==> config.mk <==
export PLATFORM = sky130hd
export DESIGN_NAME = mdac_wr_ctrl
export DESIGN_NICKNAME = d
export VERILOG_FILES = /design/src/rtl/mdac_pkg.sv /design/src/rtl/mdac_cs_decode.sv /design/src/rtl/mdac_frame_shifter.sv /design/src/rtl/mdac_seq.sv /design/src/rtl/mdac_wr_ctrl.sv
export SDC_FILE = /design/constraint.sdc
export NUM_CORES = 1
export LEC_CHECK = 0
export ABC_AREA = 1
export BUFFER_PORTS_ARGS = -buffer_cell sky130_fd_sc_hd__buf_2
export CAP_MARGIN = 40
export CORE_UTILIZATION = 55
export CTS_CLUSTER_DIAMETER = 100
export DETAILED_ROUTE_END_ITERATION = 10
export PLACE_DENSITY = 0.82
export SYNTH_ARGS = -nofsm -noshare
export SYNTH_HDL_FRONTEND = slang
export SYNTH_HIERARCHICAL = 1
export SYNTH_SLANG_ARGS = --single-unit
==> constraint.sdc <==
create_clock -name clk -period 3.07 [get_ports clk]
set_input_delay 0.1535 -clock clk [delete_from_list [all_inputs] [get_ports clk]]
set_output_delay 0.1535 -clock clk [all_outputs]
set_load 0.01 [all_outputs]
==> src/rtl/mdac_pkg.sv <==
package mdac_pkg;
   localparam int FRAME_W = 16;

   typedef enum logic [2:0] {
      SQ_IDLE,
      SQ_SHIFT,
      SQ_LSETUP,
      SQ_LPULSE,
      SQ_GAP
   } seq_state_e;
endpackage

==> src/rtl/mdac_cs_decode.sv <==
module mdac_cs_decode #(
   parameter int NUM_CH = 4,
   parameter int ADDR_W = 3
) (
   input  logic [ADDR_W-1:0] addr_i,
   output logic [NUM_CH-1:0] sel_oh_o,
   output logic              in_range_o
);
   if (NUM_CH < 1 || NUM_CH > (1 << ADDR_W)) begin : g_bad_cfg
      $error("mdac_cs_decode: NUM_CH must lie in 1..2**ADDR_W");
   end

   for (genvar ch = 0; ch < NUM_CH; ch++) begin : g_sel
      assign sel_oh_o[ch] = (addr_i == ADDR_W'(ch));
   end

   assign in_range_o = |sel_oh_o;
endmodule

==> src/rtl/mdac_frame_shifter.sv <==
module mdac_frame_shifter
   import mdac_pkg::*;
#(
   parameter int HALF_DIV = 2
) (
   input  logic               clk,
   input  logic               rst_n,
   input  logic               start_i,
   input  logic [FRAME_W-1:0] frame_i,
   output logic               sclk_o,
   output logic               sdo_o,
   output logic               busy_o,
   output logic               last_o
);
   localparam int HCNT_W = (HALF_DIV > 1) ? $clog2(HALF_DIV) : 1;
   localparam int BCNT_W = $clog2(FRAME_W);
   localparam logic [HCNT_W-1:0] HCNT_END = HCNT_W'(HALF_DIV - 1);
   localparam logic [BCNT_W-1:0] BCNT_END = BCNT_W'(FRAME_W - 1);

   if (HALF_DIV < 1) begin : g_bad_div
      $error("mdac_frame_shifter: HALF_DIV must be at least 1");
   end

   logic               busy_q;
   logic               sclk_q;
   logic [FRAME_W-1:0] shreg_q;
   logic [HCNT_W-1:0]  hcnt_q;
   logic [BCNT_W-1:0]  bcnt_q;
   logic               phase_end;

   assign phase_end = busy_q && (hcnt_q == HCNT_END);

   always_ff @(posedge clk or negedge rst_n) begin
      if (!rst_n) begin
         busy_q  <= 1'b0;
         sclk_q  <= 1'b0;
         shreg_q <= '0;
         hcnt_q  <= '0;
         bcnt_q  <= '0;
      end else if (start_i && !busy_q) begin
         busy_q  <= 1'b1;
         sclk_q  <= 1'b0;
         shreg_q <= frame_i;
         hcnt_q  <= '0;
         bcnt_q  <= '0;
      end else if (busy_q) begin
         if (phase_end) begin
            hcnt_q <= '0;
            if (!sclk_q) begin
               sclk_q <= 1'b1;
            end else begin
               sclk_q <= 1'b0;
               if (bcnt_q == BCNT_END) begin
                  busy_q <= 1'b0;
               end else begin
                  bcnt_q  <= bcnt_q + 1'b1;
                  shreg_q <= {shreg_q[FRAME_W-2:0], 1'b0};
               end
            end
         end else begin
            hcnt_q <= hcnt_q + 1'b1;
         end
      end
   end

   assign sclk_o = sclk_q;
   assign sdo_o  = busy_q & shreg_q[FRAME_W-1];
   assign busy_o = busy_q;
   assign last_o = phase_end && sclk_q && (bcnt_q == BCNT_END);


   sdo_stable_at_rise_chk: assert property (@(posedge clk) disable iff (!rst_n)
      $rose(sclk_q) |-> $stable(sdo_o));


   sclk_rest_chk: assert property (@(posedge clk) disable iff (!rst_n)
      !busy_q |=> !sclk_q || busy_q);
endmodule

==> src/rtl/mdac_seq.sv <==
module mdac_seq
   import mdac_pkg::*;
#(
   parameter int NUM_CH         = 4,
   parameter int CS_GAP_CYC     = 2,
   parameter int LDAC_SETUP_CYC = 1,
   parameter int LDAC_PULSE_CYC = 1
) (
   input  logic              clk,
   input  logic              rst_n,
   input  logic              req_valid_i,
   input  logic              req_defer_i,
   input  logic [NUM_CH-1:0] sel_oh_i,
   input  logic              in_range_i,
   input  logic              shift_last_i,
   output logic              req_ready_o,
   output logic              start_o,
   output logic [NUM_CH-1:0] cs_n_o,
   output logic              ldac_n_o,
   output logic              addr_err_o
);
   localparam int MAX_SL   = (LDAC_SETUP_CYC > LDAC_PULSE_CYC) ? LDAC_SETUP_CYC : LDAC_PULSE_CYC;
   localparam int MAX_WAIT = (MAX_SL > CS_GAP_CYC) ? MAX_SL : CS_GAP_CYC;
   localparam int CNT_W    = $clog2(MAX_WAIT + 1);
   localparam logic [CNT_W-1:0] GAP_END   = CNT_W'(CS_GAP_CYC - 1);
   localparam logic [CNT_W-1:0] SETUP_END = CNT_W'(LDAC_SETUP_CYC - 1);
   localparam logic [CNT_W-1:0] PULSE_END = CNT_W'(LDAC_PULSE_CYC - 1);

   if (CS_GAP_CYC < 1 || LDAC_SETUP_CYC < 1 || LDAC_PULSE_CYC < 1) begin : g_bad_cfg
      $error("mdac_seq: every interval must be at least one cycle");
   end

   seq_state_e        state_q;
   logic [CNT_W-1:0]  cnt_q;
   logic [NUM_CH-1:0] cs_n_q;
   logic              ldac_n_q;
   logic              defer_q;
   logic              err_q;
   logic              accept;

   assign req_ready_o = (state_q == SQ_IDLE);
   assign accept      = req_valid_i && req_ready_o;
   assign start_o     = accept && in_range_i;

   always_ff @(posedge clk or negedge rst_n) begin
      if (!rst_n) begin
         state_q  <= SQ_IDLE;
         cnt_q    <= '0;
         cs_n_q   <= '1;
         ldac_n_q <= 1'b1;
         defer_q  <= 1'b0;
         err_q    <= 1'b0;
      end else begin
         err_q <= accept && !in_range_i;
         case (state_q)
            SQ_IDLE: begin
               if (start_o) begin
                  state_q  <= SQ_SHIFT;
                  cs_n_q   <= ~sel_oh_i;
                  defer_q  <= req_defer_i;
                  ldac_n_q <= req_defer_i;
                  cnt_q    <= '0;
               end
            end
            SQ_SHIFT: begin
               if (shift_last_i) begin
                  cs_n_q  <= '1;
                  cnt_q   <= '0;
                  state_q <= defer_q ? SQ_LSETUP : SQ_GAP;
               end
            end
            SQ_LSETUP: begin
               if (cnt_q == SETUP_END) begin
                  cnt_q    <= '0;
                  ldac_n_q <= 1'b0;
                  state_q  <= SQ_LPULSE;
               end else begin
                  cnt_q <= cnt_q + 1'b1;
               end
            end
            SQ_LPULSE: begin
               if (cnt_q == PULSE_END) begin
                  cnt_q    <= '0;
                  ldac_n_q <= 1'b1;
                  state_q  <= SQ_GAP;
               end else begin
                  cnt_q <= cnt_q + 1'b1;
               end
            end
            SQ_GAP: begin
               if (cnt_q == GAP_END) begin
                  cnt_q    <= '0;
                  ldac_n_q <= 1'b1;
                  state_q  <= SQ_IDLE;
               end else begin
                  cnt_q <= cnt_q + 1'b1;
               end
            end
            default: state_q <= SQ_IDLE;
         endcase
      end
   end

   assign cs_n_o     = cs_n_q;
   assign ldac_n_o   = ldac_n_q;
   assign addr_err_o = err_q;


   cs_onehot_chk: assert property (@(posedge clk) disable iff (!rst_n)
      $onehot0(~cs_n_q));


   ldac_hold_in_frame_chk: assert property (@(posedge clk) disable iff (!rst_n)
      (!(&cs_n_q) && defer_q) |-> ldac_n_q);


   ready_low_in_frame_chk: assert property (@(posedge clk) disable iff (!rst_n)
      !(&cs_n_q) |-> !req_ready_o);


   err_no_select_chk: assert property (@(posedge clk) disable iff (!rst_n)
      err_q |-> (&cs_n_q));


   gap_after_frame_chk: assert property (@(posedge clk) disable iff (!rst_n)
      $rose(&cs_n_q) |=> (&cs_n_q));
endmodule

==> src/rtl/mdac_wr_ctrl.sv <==
module mdac_wr_ctrl
   import mdac_pkg::*;
#(
   parameter int NUM_CH         = 4,
   parameter int ADDR_W         = 3,
   parameter int CODE_W         = 12,
   parameter int HALF_DIV       = 2,
   parameter int CS_GAP_CYC     = 2,
   parameter int LDAC_SETUP_CYC = 1,
   parameter int LDAC_PULSE_CYC = 1
) (
   input  logic              clk,
   input  logic              rst_n,
   input  logic              req_valid,
   output logic              req_ready,
   input  logic [ADDR_W-1:0] req_addr,
   input  logic [CODE_W-1:0] req_code,
   input  logic              req_defer,
   output logic              sclk,
   output logic              sdo,
   output logic [NUM_CH-1:0] cs_n,
   output logic              ldac_n,
   output logic              addr_err
);
   localparam int PAD_W = FRAME_W - CODE_W;

   if (CODE_W < 1 || CODE_W > FRAME_W) begin : g_bad_code
      $error("mdac_wr_ctrl: CODE_W must lie in 1..16");
   end

   logic [FRAME_W-1:0] frame;
   logic [NUM_CH-1:0]  sel_oh;
   logic               in_range;
   logic               start;
   logic               busy;
   logic               last;

   if (PAD_W == 0) begin : g_full
      assign frame = req_code;
   end else begin : g_pad
      assign frame = {req_code, {PAD_W{1'b0}}};
   end

   mdac_cs_decode #(
      .NUM_CH (NUM_CH),
      .ADDR_W (ADDR_W)
   ) dec_i (
      .addr_i     (req_addr),
      .sel_oh_o   (sel_oh),
      .in_range_o (in_range)
   );

   mdac_frame_shifter #(
      .HALF_DIV (HALF_DIV)
   ) shf_i (
      .clk     (clk),
      .rst_n   (rst_n),
      .start_i (start),
      .frame_i (frame),
      .sclk_o  (sclk),
      .sdo_o   (sdo),
      .busy_o  (busy),
      .last_o  (last)
   );

   mdac_seq #(
      .NUM_CH         (NUM_CH),
      .CS_GAP_CYC     (CS_GAP_CYC),
      .LDAC_SETUP_CYC (LDAC_SETUP_CYC),
      .LDAC_PULSE_CYC (LDAC_PULSE_CYC)
   ) seq_i (
      .clk          (clk),
      .rst_n        (rst_n),
      .req_valid_i  (req_valid),
      .req_defer_i  (req_defer),
      .sel_oh_i     (sel_oh),
      .in_range_i   (in_range),
      .shift_last_i (last),
      .req_ready_o  (req_ready),
      .start_o      (start),
      .cs_n_o       (cs_n),
      .ldac_n_o     (ldac_n),
      .addr_err_o   (addr_err)
   );


   sclk_quiet_unselected_chk: assert property (@(posedge clk) disable iff (!rst_n)
      (&cs_n) |-> !sclk);


   busy_matches_select_chk: assert property (@(posedge clk) disable iff (!rst_n)
      busy |-> !(&cs_n));
endmodule

==> run summary <==
The tools report the wire length of the first global-routing pass as 5930 um. Derived from the worst setup path, the maximum achievable clock frequency is 575 MHz. Counting flops with a built-in enable in the synthesized netlist gives 0.

Area share of and/or/nand/nor cells after synthesis: 31.9%. The clock passes through at most 2 buffers. The cell count after synthesis came out at 249. Adding up every negative setup slack in the final design gives 0 ns. The signal on the critical path passes through nor2_2 -> nand4_2 -> inv_2 -> inv_1 -> nor2_1 -> nor2_1 -> o21ai_0 -> nand2_1. After synthesis, the largest family of logic cells by area is simple AND/OR/NAND/NOR gates.

The top-area cell type share of the netlist area was 38.5%; the final design utilization was 65.8%. The cell area after technology mapping is 1950 um2. The clock net in this run drives a total of 35 sinks. STA classifies the critical path startpoint as a flip-flop. The run gives 0 as the remaining global-route overflow. The run finished with clean final reports. In this run the standard cell core region covers 3360 um2.

Worst setup path category: flip-flop to flip-flop. Among the stages of the critical path, the cell type that occurs most often is sky130_fd_sc_hd__nor2_1. Counting the buffers created by CTS gives 5.

The count of yosys warnings during synthesis came out at 6. Setup violations remaining at the end of the flow were counted as 0. The tools report the post-placement cell count as 321.

Relative to the synthesized area, the layout overhead comes to 13.4%. Of the total synthesized cell area, the portion taken by full adders, half adders and majority gates is 2.57%. The run gives 1606 as the number of vias after detailed routing.

In this run the power density over the cells is 633 nW/um2. Summed over all instances, the cell type with the most area after synthesis is sky130_fd_sc_hd__dfrtp_1. Routability-driven placement finished with a final weighted congestion of 0.888. The number of global-route vias before repair was 1427; the maximum level of the CTS H-tree was 2.

Multiplexer cells account for 0% of the synthesized area. Of all nets on the critical path, the largest fanout is 8. The xor and xnor fraction of the mapped netlist area works out to 0%. The distinct cell type count of the synthesized netlist was 31; the final instance area was 2210 um2.

The slew at the pin closest to its max-slew limit came out at 0.773 ns. The largest individual stage delay along the critical path comes from the cell sky130_fd_sc_hd__dfrtp_1. The data arrival time at the worst-slack endpoint was 1.99 ns. Between clock sinks in the finished design, the worst skew comes to 0.00380 ns. Averaged over all synthesized cells, the footprint is 7.83 um2.

Remaining design rule violation count: 0. The run gives 0 as the antenna cell count. Setup repair after global routing left no endpoint under its margin.

The floorplan step defined a die boundary enclosing 3790 um2. For the insertion delay to the later sink of the worst-skew pair, the log shows 0.35 ns. In the final routed layout, each cell accounts on average for 11.1 um.

The worst path needs 1.74 ns of the cycle, external delays included. Measured along the x axis, the die boundary spans 61.6 um. Final-report max-slew violation count: 0. Area fraction in compound gates after synthesis: 9.75%. The average via count per standard cell is 4.87. The number of detailed-route iterations in the first pass is 4. The first routing iteration left 71 violations. For this run, the post-layout net count is 306. The leading register cell type out of synthesis was sky130_fd_sc_hd__dfrtp_1. In the final layout, the share of cells above drive strength 1 is 26.4%. Remaining antenna violation count: 0.

From bottom edge to top edge, the die measures 61.6 um. Once detailed placement completed, the half-perimeter wirelength came to 2580 um. The floorplan row count came out at 21. The filler cells instantiated in the layout total 303.

For the number of antenna violations at the first check in global routing, the log shows 0. Stage delay of the slowest cell on the critical path: 0.47 ns. The logs give 0 for the setup fix buffers added after clock tree synthesis and 0 for the max-cap check violation count. The root buffer cell chosen for the clock tree is sky130_fd_sc_hd__clkbuf_4.

The final hold violation count is 0, and the clock transition at the registers of the reported paths is 0.11 ns. The min-delay analysis places its worst path in the category input port to flip-flop. After clock tree synthesis, the repair step resized 0 gates.

Largest net degree at the start of global routing: 36. For this run, the register share of the synthesized area comes to 45.2%. The finished layout holds 330 standard cells, fillers aside. Across the VDD grid, the largest voltage drop is 0.000465 V.

After detailed placement, the total cell area comes to 2120 um2. By area the synthesized netlist is led by sky130_fd_sc_hd__dfrtp_1 (38%), sky130_fd_sc_hd__nand2_1 (12%), sky130_fd_sc_hd__inv_1 (7.3%), sky130_fd_sc_hd__dfstp_2 (6.7%), sky130_fd_sc_hd__nor2_1 (5.2%). Setup slack closes at 1.33 ns. Synthesis inferred 35 register bits. The fraction of synthesis flops using an asynchronous set or reset pin was 100%. The post-detailed-routing wire length was 3680 um. In this run the tool buffered the top-level ports with 27 buffer cells. The endpoint class of the critical path is a flip-flop. Measured against its own limit, the worst slew margin works out to 48.5%. Global routing used 21.8% of the available tracks across all layers.

For the worst setup path, the data required time is 3.32 ns. For this design the top-level I/O count stands at 28. The tools report the leakage power as 0.00130 uW.

TritonCTS built the clock tree. Prior to clock tree synthesis, the placed netlist has a worst setup slack of 1.34 ns. For this configuration, the core starts out at a cell density of 58.0%.

The period utilization works out to 56.6%.
==> synth_stat cells, types with 3 or more instances <==
master                      n
sky130_fd_sc_hd__inv_2      4
sky130_fd_sc_hd__a21oi_1   15
sky130_fd_sc_hd__ha_1       4
sky130_fd_sc_hd__nand2_1   62
sky130_fd_sc_hd__dfrtp_1   30
sky130_fd_sc_hd__nand2_2   11
sky130_fd_sc_hd__inv_1     38
sky130_fd_sc_hd__nor2_2     3
sky130_fd_sc_hd__nand4_1    3
sky130_fd_sc_hd__a21boi_2   4
sky130_fd_sc_hd__dfstp_2    5
sky130_fd_sc_hd__nor2_1    27
sky130_fd_sc_hd__o21ai_0    4
sky130_fd_sc_hd__nand3_1   16
==> cells by family (layout without fill, tap and decap cells) <==
group	count (synthesis)	after routing
DFF	35	35
other	1	4
buffers and inverters	47	79
AOI/OAI and AO/OA	30	30
adders and majority gates	4	4
and+or+nand+nor	132	132
==> area by class of cell <==
class                           count  area (um2)  share of cell area [%]
Tap cell                           46        57.6                    2.60
Multi-Input combinational cell    170         877                    39.6
Timing Repair Buffer               28         145                    6.56
Clock inverter                      2        35.0                    1.58
Sequential cell                    35         882                    39.9
Clock buffer                        6        51.3                    2.32
Inverter                           43         164                    7.41
==> registers in the layout, indices dropped and copies added, names as in the netlist, 2 cells and up <==
name / flops
seq_i/cnt_q: 2
seq_i/state_q: 3
shf_i/bcnt_q: 4
seq_i/cs_n_o: 4
shf_i/shreg_q: 16
==> what timing repair did <==
item,CTS,global route
hold buffers,1,0
hold endpoints to repair,30,0
endpoints found under the setup margin,0,0
==> path summary, 6_finish.rpt <==
check	start	to	slack [ns]	cells past startpoint
min in group asynchronous	rst_n	shf_i/bcnt_q[2]	0.40	2
worst min register to register	seq_i/cs_n_o[1]	seq_i/cs_n_o[1]	0.47	2
worst min-delay path	req_code[6]	shf_i/shreg_q[10]	0.03	3
max in group asynchronous	rst_n	shf_i/bcnt_q[1]	2.18	2
worst max register to register	seq_i/state_q[0]	shf_i/shreg_q[15]	1.33	8
worst max-delay path	seq_i/state_q[0]	shf_i/shreg_q[15]	1.33	8
==> layer usage <==
metal,vias up,wire length (um),GRT usage [%]
li1,835,-,-
met1,736,1670,26.9
met2,28,1800,35.9
met3,7,132,5.04
met4,0,77,10.5
met5,-,0,0
==> metrics by stage <==
| stage | total power [uW] | hold slack (ns) |
|---|---|---|
| 2_1_floorplan | 926 | -0.142 |
| 3_3_place_gp | 1040 | 0.273 |
| 3_5_place_dp | 1050 | 0.274 |
| 4_1_cts | 1410 | 0.0287 |
| 5_1_grt | 1500 | 0.0336 |
| 6_report | 1400 | 0.0287 |
==> critical path, delay by kind of cell, from the launching register on <==
| family | cells | cell delay, ns |
|---|---|---|
| buffers and inverters | 2 | 0.23 |
| AOI/OAI and AO/OA | 1 | 0.18 |
| DFF | 1 | 0.47 |
| and+or+nand+nor | 5 | 0.75 |
==> layout by cell type, fill, tap and decap left out <==
| cell | Yosys | layout |
|---|---|---|
| sky130_fd_sc_hd__nor2_2 | 3 | 3 |
| sky130_fd_sc_hd__inv_4 | 1 | 1 |
| sky130_fd_sc_hd__o21ai_1 | 2 | 2 |
| sky130_fd_sc_hd__nand2_2 | 11 | 11 |
| sky130_fd_sc_hd__nand4_2 | 2 | 2 |
| sky130_fd_sc_hd__nor3_1 | 1 | 1 |
| sky130_fd_sc_hd__dfrtp_1 | 30 | 30 |
| sky130_fd_sc_hd__clkbuf_8 | 0 | 1 |
| sky130_fd_sc_hd__dlygate4sd3_1 | 0 | 1 |
| sky130_fd_sc_hd__bufinv_16 | 0 | 1 |
| sky130_fd_sc_hd__clkinv_2 | 0 | 1 |
| sky130_fd_sc_hd__nand3_1 | 16 | 16 |
| sky130_fd_sc_hd__nand3_2 | 2 | 2 |
| sky130_fd_sc_hd__inv_1 | 38 | 38 |
| sky130_fd_sc_hd__a21oi_2 | 1 | 1 |
| sky130_fd_sc_hd__o21ai_2 | 2 | 2 |
| sky130_fd_sc_hd__o211ai_1 | 1 | 1 |
| sky130_fd_sc_hd__nand2_1 | 62 | 62 |
| sky130_fd_sc_hd__nor2_4 | 2 | 2 |
| sky130_fd_sc_hd__ha_1 | 4 | 4 |
| sky130_fd_sc_hd__o21ai_0 | 4 | 4 |
| sky130_fd_sc_hd__dfstp_2 | 5 | 5 |
| sky130_fd_sc_hd__buf_2 | 1 | 27 |
| sky130_fd_sc_hd__clkbuf_4 | 0 | 5 |
| sky130_fd_sc_hd__a21boi_2 | 4 | 4 |
| sky130_fd_sc_hd__nand2_4 | 2 | 2 |
| sky130_fd_sc_hd__inv_2 | 4 | 4 |
| sky130_fd_sc_hd__nor2_1 | 27 | 27 |
| sky130_fd_sc_hd__nand4_1 | 3 | 3 |
| sky130_fd_sc_hd__conb_1 | 1 | 4 |
| sky130_fd_sc_hd__o22ai_1 | 1 | 1 |
| sky130_fd_sc_hd__a21oi_1 | 15 | 15 |
| sky130_fd_sc_hd__or2_2 | 1 | 1 |
==> power by group <==
group,leakage (uW),switching (uW),internal [uW]
clock,0.0000482,160,192
combinational,0.000822,301,163
sequential,0.000431,54.3,530
No activity file was read; power rests on OpenSTA's default activity.
